**config.mk**
```make
export PLATFORM = sky130hd
export DESIGN_NAME = rtd_datapath
export DESIGN_NICKNAME = d
export VERILOG_FILES = /design/src/rtl/rtd_pkg.sv /design/src/rtl/rtd_operand_unit.sv /design/src/rtl/rtd_write_ctrl.sv /design/src/rtl/rtd_regfile.sv /design/src/rtl/rtd_datapath.sv
export SDC_FILE = /design/constraint.sdc
export NUM_CORES = 1
export LEC_CHECK = 0
export ABC_AREA = 1
export ABC_CLOCK_PERIOD_IN_PS = 3200
export BUFFER_PORTS_ARGS = -buffer_cell sky130_fd_sc_hd__buf_2
export CAP_MARGIN = 40
export CORE_MARGIN = 8
export CORE_UTILIZATION = 23
export CTS_BUF_LIST = sky130_fd_sc_hd__clkbuf_16
export DETAILED_ROUTE_END_ITERATION = 10
export GPL_ROUTABILITY_DRIVEN = 0
export HOLD_SLACK_MARGIN = 0.15
export SLEW_MARGIN = 0
export SYNTH_ARGS = -nofsm -noshare
export SYNTH_HDL_FRONTEND = slang
export SYNTH_HIERARCHICAL = 1
export SYNTH_SLANG_ARGS = --single-unit
```
**constraint.sdc**
```tcl
create_clock -name clk -period 3.2 [get_ports clk]
set_clock_uncertainty 0.15 [all_clocks]
set_input_delay 0.32 -clock clk [delete_from_list [all_inputs] [get_ports clk]]
set_output_delay 0.32 -clock clk [all_outputs]
set_load 0.005 [all_outputs]
```
**src/rtl/rtd_pkg.sv**
```systemverilog
package rtd_pkg;
    localparam int DATA_W = 8;
    localparam int NREGS  = 4;
    localparam int IDX_W  = $clog2(NREGS);

    typedef logic [DATA_W-1:0] word_t;
    typedef logic [IDX_W-1:0]  idx_t;

    typedef enum logic [2:0] {
        PLAN_IDLE  = 3'd0,
        PLAN_SUM   = 3'd1,
        PLAN_DIFF  = 3'd2,
        PLAN_BOTH  = 3'd3,
        PLAN_CLASH = 3'd4
    } plan_e;
endpackage

```
**src/rtl/rtd_operand_unit.sv**
```systemverilog
module rtd_operand_unit
    import rtd_pkg::*;
#(
    parameter bit DO_SUB = 1'b0
) (
    input  logic [DATA_W*NREGS-1:0] regs,
    input  idx_t                    sel_a,
    input  idx_t                    sel_b,
    output word_t                   result
);
    word_t opa;
    word_t opb;

    always_comb begin
        opa = regs[sel_a*DATA_W +: DATA_W];
        opb = regs[sel_b*DATA_W +: DATA_W];
    end

    generate
        if (DO_SUB) begin : g_sub
            assign result = opa - opb;
        end else begin : g_add
            assign result = opa + opb;
        end
    endgenerate
endmodule

```
**src/rtl/rtd_write_ctrl.sv**
```systemverilog
module rtd_write_ctrl
    import rtd_pkg::*;
(
    input  logic clk,
    input  logic rst,
    input  logic load_en,
    input  logic commit_en,
    input  logic dual_mode,
    input  logic pick_diff,
    input  idx_t add_dst,
    input  idx_t sub_dst,
    output logic add_we,
    output logic sub_we,
    output logic clash
);
    plan_e plan;

    always_comb begin
        if (!commit_en || load_en)  plan = PLAN_IDLE;
        else if (!dual_mode)        plan = pick_diff ? PLAN_DIFF : PLAN_SUM;
        else if (add_dst == sub_dst) plan = PLAN_CLASH;
        else                        plan = PLAN_BOTH;
    end

    always_comb begin
        add_we = 1'b0;
        sub_we = 1'b0;
        clash  = 1'b0;
        unique case (plan)
            PLAN_IDLE:  ;
            PLAN_SUM:   add_we = 1'b1;
            PLAN_DIFF:  sub_we = 1'b1;
            PLAN_BOTH:  begin add_we = 1'b1; sub_we = 1'b1; end
            PLAN_CLASH: begin add_we = 1'b1; clash = 1'b1; end
            default:    ;
        endcase
    end

    // two enables together never hit the same register
    p_distinct_dst_r7: assert property (@(posedge clk) disable iff (rst)
        (add_we && sub_we) |-> (add_dst != sub_dst));
    // a clash keeps the subtractor from writing
    p_clash_sum_only_r8: assert property (@(posedge clk) disable iff (rst)
        clash |-> (add_we && !sub_we));
    // a load blocks all arithmetic writes
    p_load_blocks_r2: assert property (@(posedge clk) disable iff (rst)
        load_en |-> (!add_we && !sub_we && !clash));
endmodule

```
**src/rtl/rtd_regfile.sv**
```systemverilog
module rtd_regfile
    import rtd_pkg::*;
(
    input  logic                    clk,
    input  logic                    rst,
    input  logic                    load_en,
    input  idx_t                    load_sel,
    input  word_t                   load_data,
    input  logic                    we0,
    input  idx_t                    dst0,
    input  word_t                   d0,
    input  logic                    we1,
    input  idx_t                    dst1,
    input  word_t                   d1,
    output logic [DATA_W*NREGS-1:0] q
);
    generate
        for (genvar i = 0; i < NREGS; i++) begin : g_reg
            word_t r;
            always_ff @(posedge clk) begin
                if (rst)                                r <= '0;
                else if (load_en && load_sel == idx_t'(i)) r <= load_data;
                else if (!load_en && we0 && dst0 == idx_t'(i)) r <= d0;
                else if (!load_en && we1 && dst1 == idx_t'(i)) r <= d1;
            end
            assign q[i*DATA_W +: DATA_W] = r;
        end
    endgenerate

    // no write request leaves the file unchanged
    p_hold_r10: assert property (@(posedge clk) disable iff (rst)
        (!load_en && !we0 && !we1) |=> $stable(q));
    // loaded register holds the load value
    p_load_r2: assert property (@(posedge clk) disable iff (rst)
        load_en |=> (q[$past(load_sel)*DATA_W +: DATA_W] == $past(load_data)));
    // reset clears everything
    p_reset_r1: assert property (@(posedge clk) disable iff (rst)
        $past(rst) |-> (q == '0));
endmodule

```
**src/rtl/rtd_datapath.sv**
```systemverilog
module rtd_datapath
    import rtd_pkg::*;
(
    input  logic        clk,
    input  logic        rst,
    input  logic        load_en,
    input  logic [1:0]  load_sel,
    input  logic [7:0]  load_data,
    input  logic        commit_en,
    input  logic        dual_mode,
    input  logic        pick_diff,
    input  logic [1:0]  add_src_a,
    input  logic [1:0]  add_src_b,
    input  logic [1:0]  add_dst,
    input  logic [1:0]  sub_src_a,
    input  logic [1:0]  sub_src_b,
    input  logic [1:0]  sub_dst,
    output logic [31:0] reg_q,
    output logic        dual_clash
);
    word_t sum_w;
    word_t diff_w;
    logic  add_we;
    logic  sub_we;

    rtd_operand_unit #(.DO_SUB(1'b0)) u_add (
        .regs(reg_q), .sel_a(add_src_a), .sel_b(add_src_b), .result(sum_w));

    rtd_operand_unit #(.DO_SUB(1'b1)) u_sub (
        .regs(reg_q), .sel_a(sub_src_a), .sel_b(sub_src_b), .result(diff_w));

    rtd_write_ctrl u_ctrl (
        .clk(clk), .rst(rst), .load_en(load_en), .commit_en(commit_en),
        .dual_mode(dual_mode), .pick_diff(pick_diff),
        .add_dst(add_dst), .sub_dst(sub_dst),
        .add_we(add_we), .sub_we(sub_we), .clash(dual_clash));

    rtd_regfile u_rf (
        .clk(clk), .rst(rst), .load_en(load_en), .load_sel(load_sel),
        .load_data(load_data),
        .we0(add_we), .dst0(add_dst), .d0(sum_w),
        .we1(sub_we), .dst1(sub_dst), .d1(diff_w),
        .q(reg_q));

    // a committed sum lands in its destination from pre-edge operands
    p_sum_lands_r5: assert property (@(posedge clk) disable iff (rst)
        add_we |=> (reg_q[$past(add_dst)*8 +: 8] == $past(sum_w)));
    // a committed difference lands in its destination
    p_diff_lands_r6: assert property (@(posedge clk) disable iff (rst)
        sub_we |=> (reg_q[$past(sub_dst)*8 +: 8] == $past(diff_w)));
endmodule

```
==> reports/metrics.csv, run 1 <==
stage;metric;value;unit
run_status;status;finished clean;
cts;path_clk_slew;0.06;ns
die;ios;61;
hold_path;min-delay-start;load_data[4];
finish;final_common_cell;nand2_1;
routing;routedWlPerCell;15.6;um
logic_synthesis;synth-main-ff-cell;dfxtp_1;
grt;grt_pass1_wl;24.3;mm
finish;area_growth;12.4;%
routing;vias;4927;
finish;regMostFlops;u_rf/g.r;
die;initial_core_util;23.1;%
worst_setup_path;required;3.21;ns
place;dpl.hpwl;11.6;mm
die;die_area;22400;sq um
logic_synthesis;yosys_warnings;6;
routing;finalWirelength;15.7;mm
finish;fin_nets;821;
grt;grt_usage;13.7;%
logic_synthesis;synth.avg_cell_area;5.56;sq um
cts;clk_latency;0.28;ns
worst_setup_path;cp-end-kind;register;
routing;drcViolationCount;0;
routing;avgViaCountPerCell;4.89;
pwr;fin_total_pwr;1.93;mW
pwr;power_density;417;nW/um^2
finish;multi_input_area;2930;sq um
logic_synthesis;synth_top_area_share;22.7;%
worst_setup_path;crit_arrival;2.75;ns
sta;drv_slew;0;
pwr;p_leak;2.36;nW
routing;drt_iter0_drc;601;
logic_synthesis;synth_edf_count;0;
grt;grt_overflow;0;
routing;antenna_left;0;
die;core_area;17800;sq um
worst_setup_path;r2r_start;u_rf/g_reg[1].r[0];
grt;antenna_found_initial;0;
cts;cts.repair.resized;0;
grt;grt_max_degree;33;
finish;largest_register_ffs;32;
finish;fillerInstances;2069;
logic_synthesis;yosys_register_bits;32;
finish;top_regs;u_rf/g.r: 32 flops;
routing;dr.pass1.iters;5;
sta;worst_pin_slew;0.894;ns
cts;clockBufferDepth;2;
sta;setup_violations;0;
die;die_x;150;um
sta;period_minus_slack;2.74;ns
cts;post_cts_buffers;0;
finish;seqCellArea;641;sq um
sta;rsz0062_at_grt;no;
grt;grt_pass1_vias;4423;
finish;layout_common_cells;249 x nand2_1, 143 x nor2_1, 60 x buf_2, 60 x inv_1, 53 x o21ai_0;
worst_setup_path;rr_endpoint;u_rf/g_reg[2].r[6];
hold_path;hp-class;in2reg;
run;drv_cap;0;
worst_setup_path;cp_max_fo;6;
sta;finalCritPeriodShare;85.7;%
sta;final.setup.tns;0;ns
logic_synthesis;synth_area;4110;sq um
worst_setup_path;crit_type;reg2reg;
pwr;vdd_drop_max;0.000199;V
cts;cts_hold_buf;0;
logic_synthesis;yosysSeqAreaShare;15.6;%
logic_synthesis;yosysTopAreaCell;nand2_1;
logic_synthesis;synth.net_count;783;
logic_synthesis;async_flop_share;0;%
finish;num_antenna_cells;0;
cts;cts_tree;done;
cts;cts_buffers;5;
hold_path;hold_depth;5;
sta;timing_hold_violations_final;0;
cts;htreeDepth;2;
sta;relSlewSlack;40.4;%
logic_synthesis;synth_area_leaders;nand2_1 23%, dfxtp_1 16%, nor2_1 13%, o21ai_0 6.5%, inv_1 5.5%;
cts;cts_root_buf;clkbuf_16;
worst_setup_path;crit_path_start_kind;register;
worst_setup_path;rrSetupSlack;0.46;ns
place;port_buffers;60;
die;die_h;150;um
die;rows;49;
sta;fmax;0.365;GHz
worst_setup_path;reg2reg_depth;14;
cts;cts.sinks;32;
logic_synthesis;syn_inst;739;
hold_path;hold_end;u_rf/g_reg[0].r[4];
finish;layout-drive-gt1-share;13.9;%
logic_synthesis;synth_cell_types;35;
[cells in the mapped netlist, types with 2 or more instances]
master    number
nand2_2        7
a32o_1         5
buf_2          3
o21ai_0       53
inv_8          2
buf_4         13
ha_1          14
inv_2          6
nor2_4         2
inv_1         60
o22ai_1       18
nand3_1       45
nand2_1      249
dfxtp_1       32
nor2_2         3
xnor2_1        2
inv_4          4
a21oi_1       19
fa_1           2
buf_6         11
nand3_4        4
a32oi_1        2
a32oi_2        2
o21ai_1       17
clkbuf_1       3
xor2_1         5
nor2_1       143
nand2_4        6
[power breakdown]
| group | internal, mW | switching [mW] | leakage [nW] | total (mW) |
|---|---|---|---|---|
| Combinational | 0.303 | 0.570 | 2.02 | 0.873 |
| Sequential | 0.431 | 0.0898 | 0.263 | 0.521 |
| Clock | 0.362 | 0.173 | 0.0789 | 0.534 |
| Total | 1.10 | 0.833 | 2.36 | 1.93 |
[routing by layer]
metal  wire length (um)  part of all wire, %  up-vias  GRT usage [%]
met5                  0                    0        -              0
met4                537                  3.4        0           5.65
met3               1330                  8.5       40           2.78
met2               6800                   43      238           21.6
met1               7060                   45     2210           18.0
li1                   -                    -     2439              -
[worst max-delay path: stages (launching register included)]
cell     delay [ns]
dfxtp_1        0.53
nand2_1        0.11
a32o_2         0.29
ha_1           0.23
fa_1           0.42
o21ai_1        0.23
nand2_1        0.10
nand3_1        0.08
nand2_1        0.05
inv_1          0.11
nand2_1        0.08
nand2_1        0.06
nor2_1         0.04
nor2_1         0.11
nor2_1         0.04
[area by class of cell]
| class | count | share of cell area (%) |
|---|---|---|
| multi-input combinational | 605 | 63.4 |
| sequential | 32 | 13.9 |
| timing repair buffer | 61 | 6.66 |
| inverter | 72 | 6.39 |
| tap | 229 | 6.20 |
| clock buffer | 5 | 2.71 |
| clock inverter | 3 | 0.813 |
[per-stage QoR]
stage / instances / setup slack (ns) / utilization [%] / hold slack [ns] / instance area, sq um
floorplan: 739 / 0.771 / - / 0.378 / 4110
global placement: 999 / 0.423 / 25.1 / 0.474 / 4460
detailed placement: 999 / 0.368 / 25.1 / 0.469 / 4460
CTS: 1007 / 0.491 / 26.0 / 0.272 / 4620
global route: 1007 / 0.319 / 26.0 / 0.299 / 4620
finish: 1007 / 0.457 / 26.0 / 0.272 / 4620
[worst max-delay path by stage]
stage | start | depth (start not counted) | end | slack, ns
finish | u_rf/g_reg[1].r[0] | 14 | u_rf/g_reg[2].r[6] | 0.46
global route | u_rf/g_reg[1].r[0] | 14 | u_rf/g_reg[2].r[6] | 0.32
CTS | u_rf/g_reg[1].r[0] | 14 | u_rf/g_reg[2].r[6] | 0.49
detailed placement | sub_src_a[0] | 16 | u_rf/g_reg[2].r[6] | 0.37
global placement | sub_src_a[0] | 16 | u_rf/g_reg[1].r[6] | 0.42
floorplan | add_src_b[0] | 17 | u_rf/g_reg[0].r[6] | 0.77
[cells by family after synthesis]
| logic type | count (synthesis) | share of synthesized area, % |
|---|---|---|
| compound gates | 120 | 16.9 |
| xor+xnor | 7 | 1.49 |
| fa+ha+maj | 16 | 5.24 |
| buf+inv | 102 | 13.2 |
| flops | 32 | 15.6 |
| simple gates | 462 | 47.6 |
(Power assumes the default switching activity.)
==> run 2, diff against run 1 <==
--- a/config.mk
+++ b/config.mk
@@ -5,8 +5,7 @@
 export SDC_FILE = /design/constraint.sdc
 export NUM_CORES = 1
 export LEC_CHECK = 0
-export ABC_AREA = 1
-export ABC_CLOCK_PERIOD_IN_PS = 3200
+export ABC_CLOCK_PERIOD_IN_PS = 2350
 export BUFFER_PORTS_ARGS = -buffer_cell sky130_fd_sc_hd__buf_2
 export CAP_MARGIN = 40
 export CORE_MARGIN = 8
==> constraint.sdc (replaced) <==
create_clock -name clk -period 2.35 [get_ports clk]
set_clock_uncertainty 0.15 [all_clocks]
set_input_delay 0.235 -clock clk [delete_from_list [all_inputs] [get_ports clk]]
set_output_delay 0.235 -clock clk [all_outputs]
set_load 0.005 [all_outputs]
==> reports/metrics.csv, run 2 <==
stage;metric;value;unit;change
run;drv_cap;0;;unchanged
cts;path_clk_slew;0.05;ns;was 0.06 ns
routing;drt_iter0_drc;278;;was 601
die;die_x;138;um;was 150 um
sta;period_minus_slack;2.77;ns;was 2.74 ns
logic_synthesis;async_flop_share;0;%;unchanged
run_status;violations;setup timing;;
place;placed_cell_area;4540;sq um;was 4460 sq um
worst_setup_path;cp_max_fo;5;;was 6
pwr;vdd_drop_max;0.000266;V;was 0.000199 V
logic_synthesis;yosysMostFrequentCell;nand2_1;;unchanged
sta;fmax;0.361;GHz;was 0.365 GHz
worst_setup_path;crit_path_start_kind;register;;unchanged
worst_setup_path;cpMaxStageDelayCell;or4b_1;;was dfxtp_1
routing;antenna_left;0;;unchanged
finish;top_regs;u_rf/g.r: 32 flops;;unchanged
routing;routedWlPerCell;18.2;um;was 15.6 um
grt;grt_max_degree;18;;was 33
routing;dr.pass1.iters;5;;unchanged
die;initial_core_util;23.5;%;was 23.1%
hold_path;hold_end;u_rf/g_reg[0].r[7];;was u_rf/g_reg[0].r[4]
finish;num_antenna_cells;0;;unchanged
sta;setup_violations;24;;was 0
logic_synthesis;synth-main-ff-cell;dfxtp_1;;unchanged
worst_setup_path;cp_slowest_stage_delay;0.48;ns;was 0.53 ns
routing;drcViolationCount;0;;unchanged
die;ios;61;;unchanged
finish;area_growth;44.0;%;was 12.4%
logic_synthesis;synth_top_area_share;18.8;%;was 22.7%
grt;grt_overflow;0;;unchanged
sta;finalCritPeriodShare;118;%;was 85.7%
run_status;status;finished, violations left;;was finished clean
logic_synthesis;synth_area_leaders;dfxtp_1 19%, mux4_2 12%, mux4_1 11%, a22o_1 8.2%, nand2_1 7.4%;;was nand2_1 23%, dfxtp_1 16%, nor2_1 13%, o21ai_0 6.5%, inv_1 5.5%
worst_setup_path;crit_type;reg2reg;;unchanged
grt;grt_usage;13.5;%;was 13.7%
finish;fillerInstances;1494;;was 2069
place;port_buffers;60;;unchanged
cts;cts_buffers;5;;unchanged
finish;final_util;33.8;%;was 26.0%
worst_setup_path;rr_endpoint;u_rf/g_reg[2].r[6];;unchanged
finish;largest_register_ffs;32;;unchanged
finish;multi_input_area;2790;sq um;was 2930 sq um
routing;avgViaCountPerCell;5.22;;was 4.89
finish;layout_common_cells;83 x buf_4, 64 x nand2_1, 60 x buf_2;;was 249 x nand2_1, 143 x nor2_1, 60 x buf_2, 60 x inv_1, 53 x o21ai_0
finish;fin_nets;553;;was 821
hold_path;hold_depth;4;;was 5
worst_setup_path;required;2.42;ns;was 3.21 ns
sta;timing.final.ws_setup;-0.424;ns;was 0.457 ns
cts;clockBufferDepth;2;;unchanged
logic_synthesis;synth_area;3410;sq um;was 4110 sq um
routing;finalWirelength;12.6;mm;was 15.7 mm
cts;htreeDepth;2;;unchanged
logic_synthesis;synth.net_count;420;;was 783
logic_synthesis;yosysTopAreaCell;dfxtp_1;;was nand2_1
hold_path;min-delay-start;load_data[7];;was load_data[4]
cts;cts_root_buf;clkbuf_16;;unchanged
cts;clk_latency;0.28;ns;about the same
logic_synthesis;yosys-top-cells-count;67 x nand2_1, 42 x nor2_1, 32 x a22o_1, 32 x a31oi_1, 32 x dfxtp_1;;was 249 x nand2_1, 143 x nor2_1, 60 x inv_1, 53 x o21ai_0, 45 x nand3_1
pwr;power_density;495;nW/um^2;was 417 nW/um^2
die;die_area;19000;sq um;was 22400 sq um
grt;grt_pass1_wl;19.7;mm;was 24.3 mm
grt;grt_pass1_vias;3705;;was 4423
hold_path;hp-class;in2reg;;unchanged
worst_setup_path;rrSetupSlack;-0.42;ns;was 0.46 ns
worst_setup_path;crit_arrival;2.85;ns;was 2.75 ns
sta;final.setup.tns;-6.69;ns;was 0 ns
finish;final_common_cell;buf_4;;was nand2_1
routing;vias;3617;;was 4927
logic_synthesis;synth.avg_cell_area;9.08;sq um;was 5.56 sq um
place;dpl.hpwl;10.2;mm;was 11.6 mm
sta;fin_hold_ws;0.264;ns;was 0.272 ns
sta;timing_hold_violations_final;0;;unchanged
cts;cts_tree;done;;unchanged
die;rows;44;;was 49
finish;seqCellArea;663;sq um;was 641 sq um
worst_setup_path;reg2reg_depth;12;;was 14
logic_synthesis;synth_cell_types;57;;was 35
finish;layout-drive-gt1-share;49.9;%;was 13.9%
place;dpl.cell_count;682;;was 999
sta;relSlewSlack;56.8;%;was 40.4%
worst_setup_path;r2r_start;u_rf/g_reg[3].r[0];;was u_rf/g_reg[1].r[0]
finish;fin_cells;693;;was 1007
logic_synthesis;synth_edf_count;0;;unchanged
logic_synthesis;yosys_register_bits;32;;unchanged
sta;rsz0062_at_grt;yes;;was no
worst_setup_path;cp-end-kind;register;;unchanged
finish;regMostFlops;u_rf/g.r;;unchanged
sta;worst_pin_slew;0.647;ns;was 0.894 ns
logic_synthesis;syn_inst;376;;was 739
worst_setup_path;crit_path_cell_trace;mux4_2 -> inv_2 -> ha_4 -> fa_2 -> nor2b_2 -> o21ai_2 -> a21boi_2 -> or4b_1 -> nand3_2 -> nand2_1 -> a31oi_1 -> a22o_1;;was nand2_1 -> a32o_2 -> ha_1 -> fa_1 -> o21ai_1 -> nand2_1 -> nand3_1 -> nand2_1 -> inv_1 -> nand2_1 -> nand2_1 -> nor2_1 -> nor2_1 -> nor2_1
logic_synthesis;yosysSeqAreaShare;18.8;%;was 15.6%
cts;cts.sinks;32;;unchanged
die;core_area;14500;sq um;was 17800 sq um
grt;antenna_found_initial;1;;was 0
cts;cts_hold_buf;0;;unchanged
sta;drv_slew;0;;unchanged
pwr;p_leak;2.12;nW;was 2.36 nW
die;die_h;138;um;was 150 um
logic_synthesis;yosys_warnings;6;;unchanged
finish;stdcell_area;4920;sq um;was 4620 sq um
## run 2: metal layers
layer  routed length (um)  vias up  GRT usage (%)
met2                 6450      138           23.7
met5                   10        -              0
li1                     -     1694              -
met3                  796       30           1.93
met1                 5010     1753           15.5
met4                  380        2           7.64
## run 2: final cells by class
cell class,instances,area share (%)
Clock buffer,5,2.54
Clock inverter,2,0.178
Inverter,17,1.30
Multi-Input combinational cell,303,56.7
Sequential cell,32,13.5
Tap cell,184,4.68
Timing Repair Buffer,150,21.1
## run 2: metrics by stage
stage / total power [mW] / worst slack [ns]
floorplan: 1.31 / -0.331
global placement: 1.70 / -0.590
detailed placement: 1.74 / -0.605
CTS: 2.39 / -0.392
global route: 2.57 / -0.585
finish: 2.44 / -0.424
## run 2: worst max-delay path by stage
stage                                  start                  to  slack [ns]
after floorplan                 sub_src_a[0]  u_rf/g_reg[3].r[6]       -0.33
after global placement          sub_src_a[0]  u_rf/g_reg[2].r[6]       -0.59
after detailed placement        sub_src_a[0]  u_rf/g_reg[3].r[6]       -0.61
after CTS                 u_rf/g_reg[3].r[0]  u_rf/g_reg[3].r[6]       -0.39
after global routing      u_rf/g_reg[3].r[0]  u_rf/g_reg[2].r[6]       -0.58
final                     u_rf/g_reg[3].r[0]  u_rf/g_reg[2].r[6]       -0.42
## run 2: repair_timing
action | 4_1_cts | 5_1_grt
setup buffers | 4 | 2
setup endpoints to repair | 24 | 28
resized for setup | 28 | 29
gates cloned | 0 | 0
pin swaps | 25 | 32
endpoints found under the hold margin | 0 | 0
## run 2: where the power goes
part,switching [mW],internal [mW]
Sequential,0.0628,0.583
Combinational,0.587,0.599
Clock,0.224,0.379
Total,0.875,1.56
## run 2: kinds of logic after synthesis
kind of cell,synth area share (%)
and+or+nand+nor,21.5
AOI/OAI and AO/OA,21.3
buffers and inverters,6.71
muxes,22.6
DFF,18.8
adders and majority gates,6.30
xor gates and xnor gates,2.82
## run 2: worst max-delay path, delay by kind of cell, from the launching register on
kind / cells / cell delay (ns)
AOI/OAI and AO/OA: 4 / 0.57
DFF: 1 / 0.36
muxes: 1 / 0.47
adders and majority gates: 2 / 0.34
and+or+nand+nor: 4 / 0.73
buffers and inverters: 1 / 0.08
